--- config.mk ---
export PLATFORM = sky130hd
export DESIGN_NAME = frac_clk_div
export DESIGN_NICKNAME = d
export VERILOG_FILES = /design/src/rtl/frac_div_pkg.sv /design/src/rtl/frac_div_stage.sv /design/src/rtl/frac_div_core.sv /design/src/rtl/frac_clk_div.sv
export SDC_FILE = /design/constraint.sdc
export NUM_CORES = 1
export LEC_CHECK = 0
export ABC_AREA = 0
export ABC_CLOCK_PERIOD_IN_PS = 2930
export BUFFER_PORTS_ARGS = -buffer_cell sky130_fd_sc_hd__buf_2
export CAP_MARGIN = 40
export CORE_UTILIZATION = 50
export CTS_BUF_LIST = sky130_fd_sc_hd__clkbuf_16
export DETAILED_ROUTE_END_ITERATION = 8
export PLACE_DENSITY = 0.76
export SYNTH_ARGS = -nofsm -noshare
export SYNTH_HDL_FRONTEND = slang
export SYNTH_HIERARCHICAL = 1
export SYNTH_SLANG_ARGS = --single-unit
--- constraint.sdc ---
create_clock -name clk_i -period 2.93 [get_ports clk_i]
set_input_delay 0.586 -clock clk_i [delete_from_list [all_inputs] [get_ports clk_i]]
set_output_delay 0.586 -clock clk_i [all_outputs]
set_load 0.02 [all_outputs]
--- src/rtl/frac_div_pkg.sv ---
package frac_div_pkg;

    localparam int FRAC_W   = 9;
    localparam int FRAC_SUM = FRAC_W + 1;

    typedef struct packed {
        logic [FRAC_W-1:0] acc;
        logic              carry;
    } dither_t;

    function automatic dither_t dither_step(input logic [FRAC_W-1:0] acc,
                                            input logic [FRAC_W-1:0] frac);
        logic [FRAC_SUM-1:0] sum;
        dither_t             res;
        sum       = {1'b0, acc} + {1'b0, frac};
        res.acc   = sum[FRAC_W-1:0];
        res.carry = sum[FRAC_W];
        return res;
    endfunction

endpackage

--- src/rtl/frac_div_stage.sv ---
module frac_div_stage
    import frac_div_pkg::*;
#(
    parameter int INT_W = 15
) (
    input  logic              clk_i,
    input  logic              rst_ni,
    input  logic [INT_W-1:0]  int_div_i,
    input  logic [FRAC_W-1:0] frac_div_i,
    input  logic              upd_req_i,
    input  logic              boundary_i,
    output logic              pending_o,
    output logic [INT_W-1:0]  stg_int_o,
    output logic [FRAC_W-1:0] stg_frac_o
);

    typedef struct packed {
        logic              pending;
        logic [INT_W-1:0]  int_div;
        logic [FRAC_W-1:0] frac_div;
    } stage_t;

    stage_t st_d, st_q;

    always_comb begin
        st_d = st_q;
        if (st_q.pending) begin
            if (boundary_i) begin
                st_d.pending = 1'b0;
            end
        end else if (upd_req_i) begin
            st_d.pending  = 1'b1;
            st_d.int_div  = int_div_i;
            st_d.frac_div = (int_div_i == '0) ? '0 : frac_div_i;
        end
    end

    always_ff @(posedge clk_i) begin
        if (!rst_ni) begin
            st_q <= '0;
        end else begin
            st_q <= st_d;
        end
    end

    assign pending_o  = st_q.pending;
    assign stg_int_o  = st_q.int_div;
    assign stg_frac_o = st_q.frac_div;

    // staged factors stay frozen while a request is outstanding
    assert_stage_frozen_R6: assert property (@(posedge clk_i) disable iff (!rst_ni)
        st_q.pending |=> $stable(st_q.int_div) && $stable(st_q.frac_div));

    // pending only drops on a half-period boundary
    assert_clear_at_boundary_R7: assert property (@(posedge clk_i) disable iff (!rst_ni)
        (st_q.pending && !boundary_i) |=> st_q.pending);

endmodule

--- src/rtl/frac_div_core.sv ---
module frac_div_core
    import frac_div_pkg::*;
#(
    parameter int INT_W = 15
) (
    input  logic              clk_i,
    input  logic              rst_ni,
    input  logic              load_i,
    input  logic [INT_W-1:0]  new_int_i,
    input  logic [FRAC_W-1:0] new_frac_i,
    output logic              boundary_o,
    output logic              bypass_o,
    output logic              div_o
);

    typedef struct packed {
        logic [INT_W-1:0]  act_int;
        logic [FRAC_W-1:0] act_frac;
        logic [FRAC_W-1:0] acc;
        logic [INT_W-1:0]  cnt;
        logic              div;
    } core_t;

    core_t   cs_d, cs_q;
    dither_t step;
    logic    carry;
    logic [INT_W-1:0] next_int;

    assign boundary_o = (cs_q.cnt == '0);
    assign bypass_o   = (cs_q.act_int == '0);

    always_comb begin
        cs_d     = cs_q;
        step     = dither_step(cs_q.acc, cs_q.act_frac);
        carry    = 1'b0;
        next_int = cs_q.act_int;
        if (boundary_o) begin
            if (load_i) begin
                cs_d.act_int  = new_int_i;
                cs_d.act_frac = new_frac_i;
                cs_d.acc      = '0;
                next_int      = new_int_i;
            end else begin
                cs_d.acc = step.acc;
                carry    = step.carry;
            end
            cs_d.div = bypass_o ? 1'b0 : ~cs_q.div;
            if (next_int == '0) begin
                cs_d.div = 1'b0;
                cs_d.cnt = '0;
            end else begin
                cs_d.cnt = next_int - INT_W'(1) + INT_W'(carry);
            end
        end else begin
            cs_d.cnt = cs_q.cnt - INT_W'(1);
        end
    end

    always_ff @(posedge clk_i) begin
        if (!rst_ni) begin
            cs_q <= '0;
        end else begin
            cs_q <= cs_d;
        end
    end

    assign div_o = cs_q.div;

    // the half-period counter never exceeds the active integer factor
    assert_cnt_bound_R3: assert property (@(posedge clk_i) disable iff (!rst_ni)
        cs_q.cnt <= cs_q.act_int);

    // in bypass the divided register rests low and idle
    assert_bypass_idle_R2: assert property (@(posedge clk_i) disable iff (!rst_ni)
        (cs_q.act_int == '0) |-> (!cs_q.div && cs_q.cnt == '0));

    // output and factors change only at a boundary
    assert_mid_period_stable_R7: assert property (@(posedge clk_i) disable iff (!rst_ni)
        (cs_q.cnt != '0) |=> ($stable(cs_q.div) && $stable(cs_q.act_int) && $stable(cs_q.act_frac)));

    // the accumulator restarts from zero on a load
    assert_acc_clear_R8: assert property (@(posedge clk_i) disable iff (!rst_ni)
        (load_i && boundary_o) |=> (cs_q.acc == '0));

endmodule

--- src/rtl/frac_clk_div.sv ---
module frac_clk_div
    import frac_div_pkg::*;
#(
    parameter int INT_W = 15
) (
    input  logic              clk_i,
    input  logic              rst_ni,
    input  logic [INT_W-1:0]  int_div_i,
    input  logic [FRAC_W-1:0] frac_div_i,
    input  logic              upd_req_i,
    output logic              upd_busy_o,
    output logic              clk_o
);

    logic              pending;
    logic              boundary;
    logic              bypass;
    logic              div;
    logic [INT_W-1:0]  stg_int;
    logic [FRAC_W-1:0] stg_frac;

    frac_div_stage #(.INT_W(INT_W)) u_stage (
        .clk_i      (clk_i),
        .rst_ni     (rst_ni),
        .int_div_i  (int_div_i),
        .frac_div_i (frac_div_i),
        .upd_req_i  (upd_req_i),
        .boundary_i (boundary),
        .pending_o  (pending),
        .stg_int_o  (stg_int),
        .stg_frac_o (stg_frac)
    );

    frac_div_core #(.INT_W(INT_W)) u_core (
        .clk_i      (clk_i),
        .rst_ni     (rst_ni),
        .load_i     (pending),
        .new_int_i  (stg_int),
        .new_frac_i (stg_frac),
        .boundary_o (boundary),
        .bypass_o   (bypass),
        .div_o      (div)
    );

    assign upd_busy_o = pending;
    assign clk_o      = bypass ? clk_i : div;

    // an accepted request shows as busy in the next cycle
    assert_req_busy_R5: assert property (@(posedge clk_i) disable iff (!rst_ni)
        (upd_req_i && !upd_busy_o) |=> upd_busy_o);

endmodule

==> impl_metrics.ini <==
[grt]
grt_use_met2_pct = 37.4
grt_pass1_vias = 3356
grt_pass1_wl_um = 15500
grt_max_degree = 33
grt-ovfl-total = 0
grt_usage_pct = 23.7
grt_util_met3_pct = 6.14
grt.busiest_layer = met2
grt_antenna_before_repair = 0
use_met1_pct = 30.3

[timing]
max_slew.worst_pin.slew_ns = 1.21
post-route-period-util_pct = 98.2
finalHoldViolations = 0
slew_violations = 0
setup_viol = 0
finClkSkew_ns = 0.00409
relSlewSlack_pct = 19.5
fmax_ghz = 0.348
min_period_ns = 2.88

[critical_path]
crit_end = clk_o
path_max_fanout = 4
crit_start = u_core/cs_q[44]$_SDFFE_PN0P_
critPathCaptureType = primary output
cp-start-kind = flop
worst-setup-path-type = reg2out
r2r_slack_ns = 0.14
critPathRequiredTime_ns = 2.34
ff2ff_path_depth = 7
worstReg2RegEnd = u_core/div_o$_SDFFE_PN0P_
cp.arrival_ns = 2.29
r2r-start = u_stage/pending_o$_SDFF_PN0_

[detailed_routing]
drtIter0Drc = 206
dr_total_vias = 3498
drc = 0
dr.pass1.iters = 4
ant_nets = 0
wl_um = 9320
wl_per_cell_um = 15.4
viasPerCell = 5.77

[finish]
antenna-diode-count = 0
final_cell_area_mm2 = 0.00467
drive_above_1_share_pct = 18.7
final_util_pct = 63.0
final_nets = 543
areaGrowthSynthToFinish_pct = 19.1

[clock_network]
ctsHoldBuffers = 0
clkTransAtPathRegs_ns = 0.06
clk_latency_ns = 0.44
cts_tree = yes
cts_setup_buffers = 0

[synth]
synth_edf_count = 0
yosys_register_bits = 74
synthTopCellsByArea = dfxtp_1 38%, nand2_1 9.1%, a21oi_1 4.7%
syn_inst = 466
synth.avg_cell_area_um2 = 8.42
yosysSeqAreaShare_pct = 37.8
synthArstFlopShare_pct = 0
yosysTopAreaCell = dfxtp_1
ys_types = 56
yosysTopAreaCellShare_pct = 37.8
synthesis.nets = 507
synth-warning-count = 6
synth_top_flop_cell = dfxtp_1
syn-cell-area_mm2 = 0.00392

[floorplan]
dieArea_mm2 = 0.00820
io_pins = 29
die_h_um = 90.6
die_x_um = 90.6
initial_core_util_pct = 52.9
num_rows = 31
core_region_area_mm2 = 0.00741

[power_and_ir_drop]
vdd_ir_drop_max_mv = 0.362
power_leakage_uw = 0.00184
p_comb_share_pct = 29.6
p_seq_share_pct = 32.7
switchingPower_uw = 1210
power_density_mw_per_mm2 = 788
p_clk_share_pct = 37.6
p_int_uw = 2470
p_sw_share_pct = 32.8

[placed_design]
port_buffers = 28
place_congestion = 0.879
dpl-instance-area_mm2 = 0.00418
hpwlAfterDp_um = 6170

[hold_path]
holdPathStages = 3
hold_path_class = in2reg

[status]
status = complete, no violations

[job]
maxCapViolations = 0
## synth_stat cells, types with 6 or more instances
master     instances
a21boi_1          11
a21oi_1           37
ha_1              13
nor4_1            11
a2bb2oi_1          7
buf_6              6
o2bb2ai_1          9
nand2_1           95
o21ai_0            9
mux2i_1           12
nand3_1           13
nor3_1            22
xnor2_1            8
clkbuf_1          13
nor2_1            27
xor2_1            21
dfxtp_1           74
## layout make-up
cell class	instances	area, µm²
sequential	74	1480
tap	99	124
multi-input combinational	361	2370
inverter	4	15.0
clock inverter	7	77.6
fill	590	2740
timing repair buffer	48	297
clock buffer	13	308
## registers in the layout, summed over array words and instances, names as in the netlist
signal and count:
u_stage/stg_frac_o 9, u_core/cs_q 48, u_core/div_o 1, u_stage/stg_int_o 15, u_stage/pending_o 1
## metrics by stage
| stage | TNS (ns) | std cells | worst slack, ns | hold WS (ns) | power [µW] |
|---|---|---|---|---|---|
| floorplan | 0 | 466 | 0.0173 | 0.432 | 2070 |
| global placement | -0.0618 | 587 | -0.0618 | 0.444 | 2270 |
| detailed placement | -0.470 | 587 | -0.151 | 0.449 | 2310 |
| CTS | 0 | 606 | 0.00653 | 0.383 | 3640 |
| global route | -0.00160 | 606 | -0.00160 | 0.385 | 3880 |
| finish | 0 | 606 | 0.0527 | 0.387 | 3680 |
## routing by layer
metal  wire [µm]  up-vias
met5           0        -
met4         168        0
met3         432       13
met2        4340       96
met1        4370     1653
li1            -     1736
## how the worst min path moves through the flow
stage	from	end	slack, ns
floorplan	u_stage/stg_frac_o[0]$_SDFFE_PN0P_	u_stage/stg_frac_o[0]$_SDFFE_PN0P_	0.43
global placement	u_core/cs_q[16]$_SDFFE_PN0P_	u_core/cs_q[16]$_SDFFE_PN0P_	0.44
detailed placement	u_core/cs_q[22]$_SDFFE_PN0P_	u_core/cs_q[22]$_SDFFE_PN0P_	0.45
CTS	int_div_i[4]	u_stage/stg_int_o[4]$_SDFFE_PN0P_	0.38
global route	int_div_i[1]	u_stage/stg_int_o[1]$_SDFFE_PN0P_	0.38
finish	int_div_i[4]	u_stage/stg_int_o[4]$_SDFFE_PN0P_	0.39
## worst max-delay path: stages, from the launching register on
cell and delay, ns:
dfxtp_2 0.33, or3_4 0.40, or4_4 0.45, nor3_4 0.17, mux2_4 0.33, buf_4 0.16
## cell families after synthesis
logic type               Yosys count  synth area share, %
XOR/XNOR                          29                 6.48
flip-flops                        74                 37.8
AO/OA/AOI/OAI                    105                 18.3
buffers and inverters             31                 4.62
adder cells (fa/ha/maj)           14                 4.66
AND/OR/NAND/NOR                  199                 24.4
multiplexers                      14                 3.73
## cells in the final DEF, fill, tap and decap left out, types with 7 or more instances in the layout
cell type and n:
a21boi_1 11, a21oi_1 37, a2bb2oi_1 7, buf_2 27
buf_4 21, clkbuf_16 12, dfxtp_1 73, ha_1 11
mux2i_1 12, nand2_1 94, nand3_1 13, nor2_1 27
nor3_1 18, nor4_1 7, o21ai_0 7, o2bb2ai_1 9
xnor2_1 8, xor2_1 21
## power by group through the flow
| stage | clock network [µW] | registers [µW] | logic, µW |
|---|---|---|---|
| final | 1380 | 1200 | 1090 |
| after global routing | 1460 | 1220 | 1200 |
| after CTS | 1390 | 1200 | 1040 |
| after detailed placement | 58.7 | 1220 | 1020 |
| after global placement | 58.7 | 1220 | 996 |
| after floorplan | 47.2 | 1200 | 827 |
## timing repair
| action | CTS | global route |
|---|---|---|
| gates resized for setup | 8 | 18 |
| cloned | 0 | 0 |
| pin swaps | 1 | 5 |
| endpoints found under the setup margin | 7 | 10 |
No activity file was read; power rests on OpenSTA's default activity.
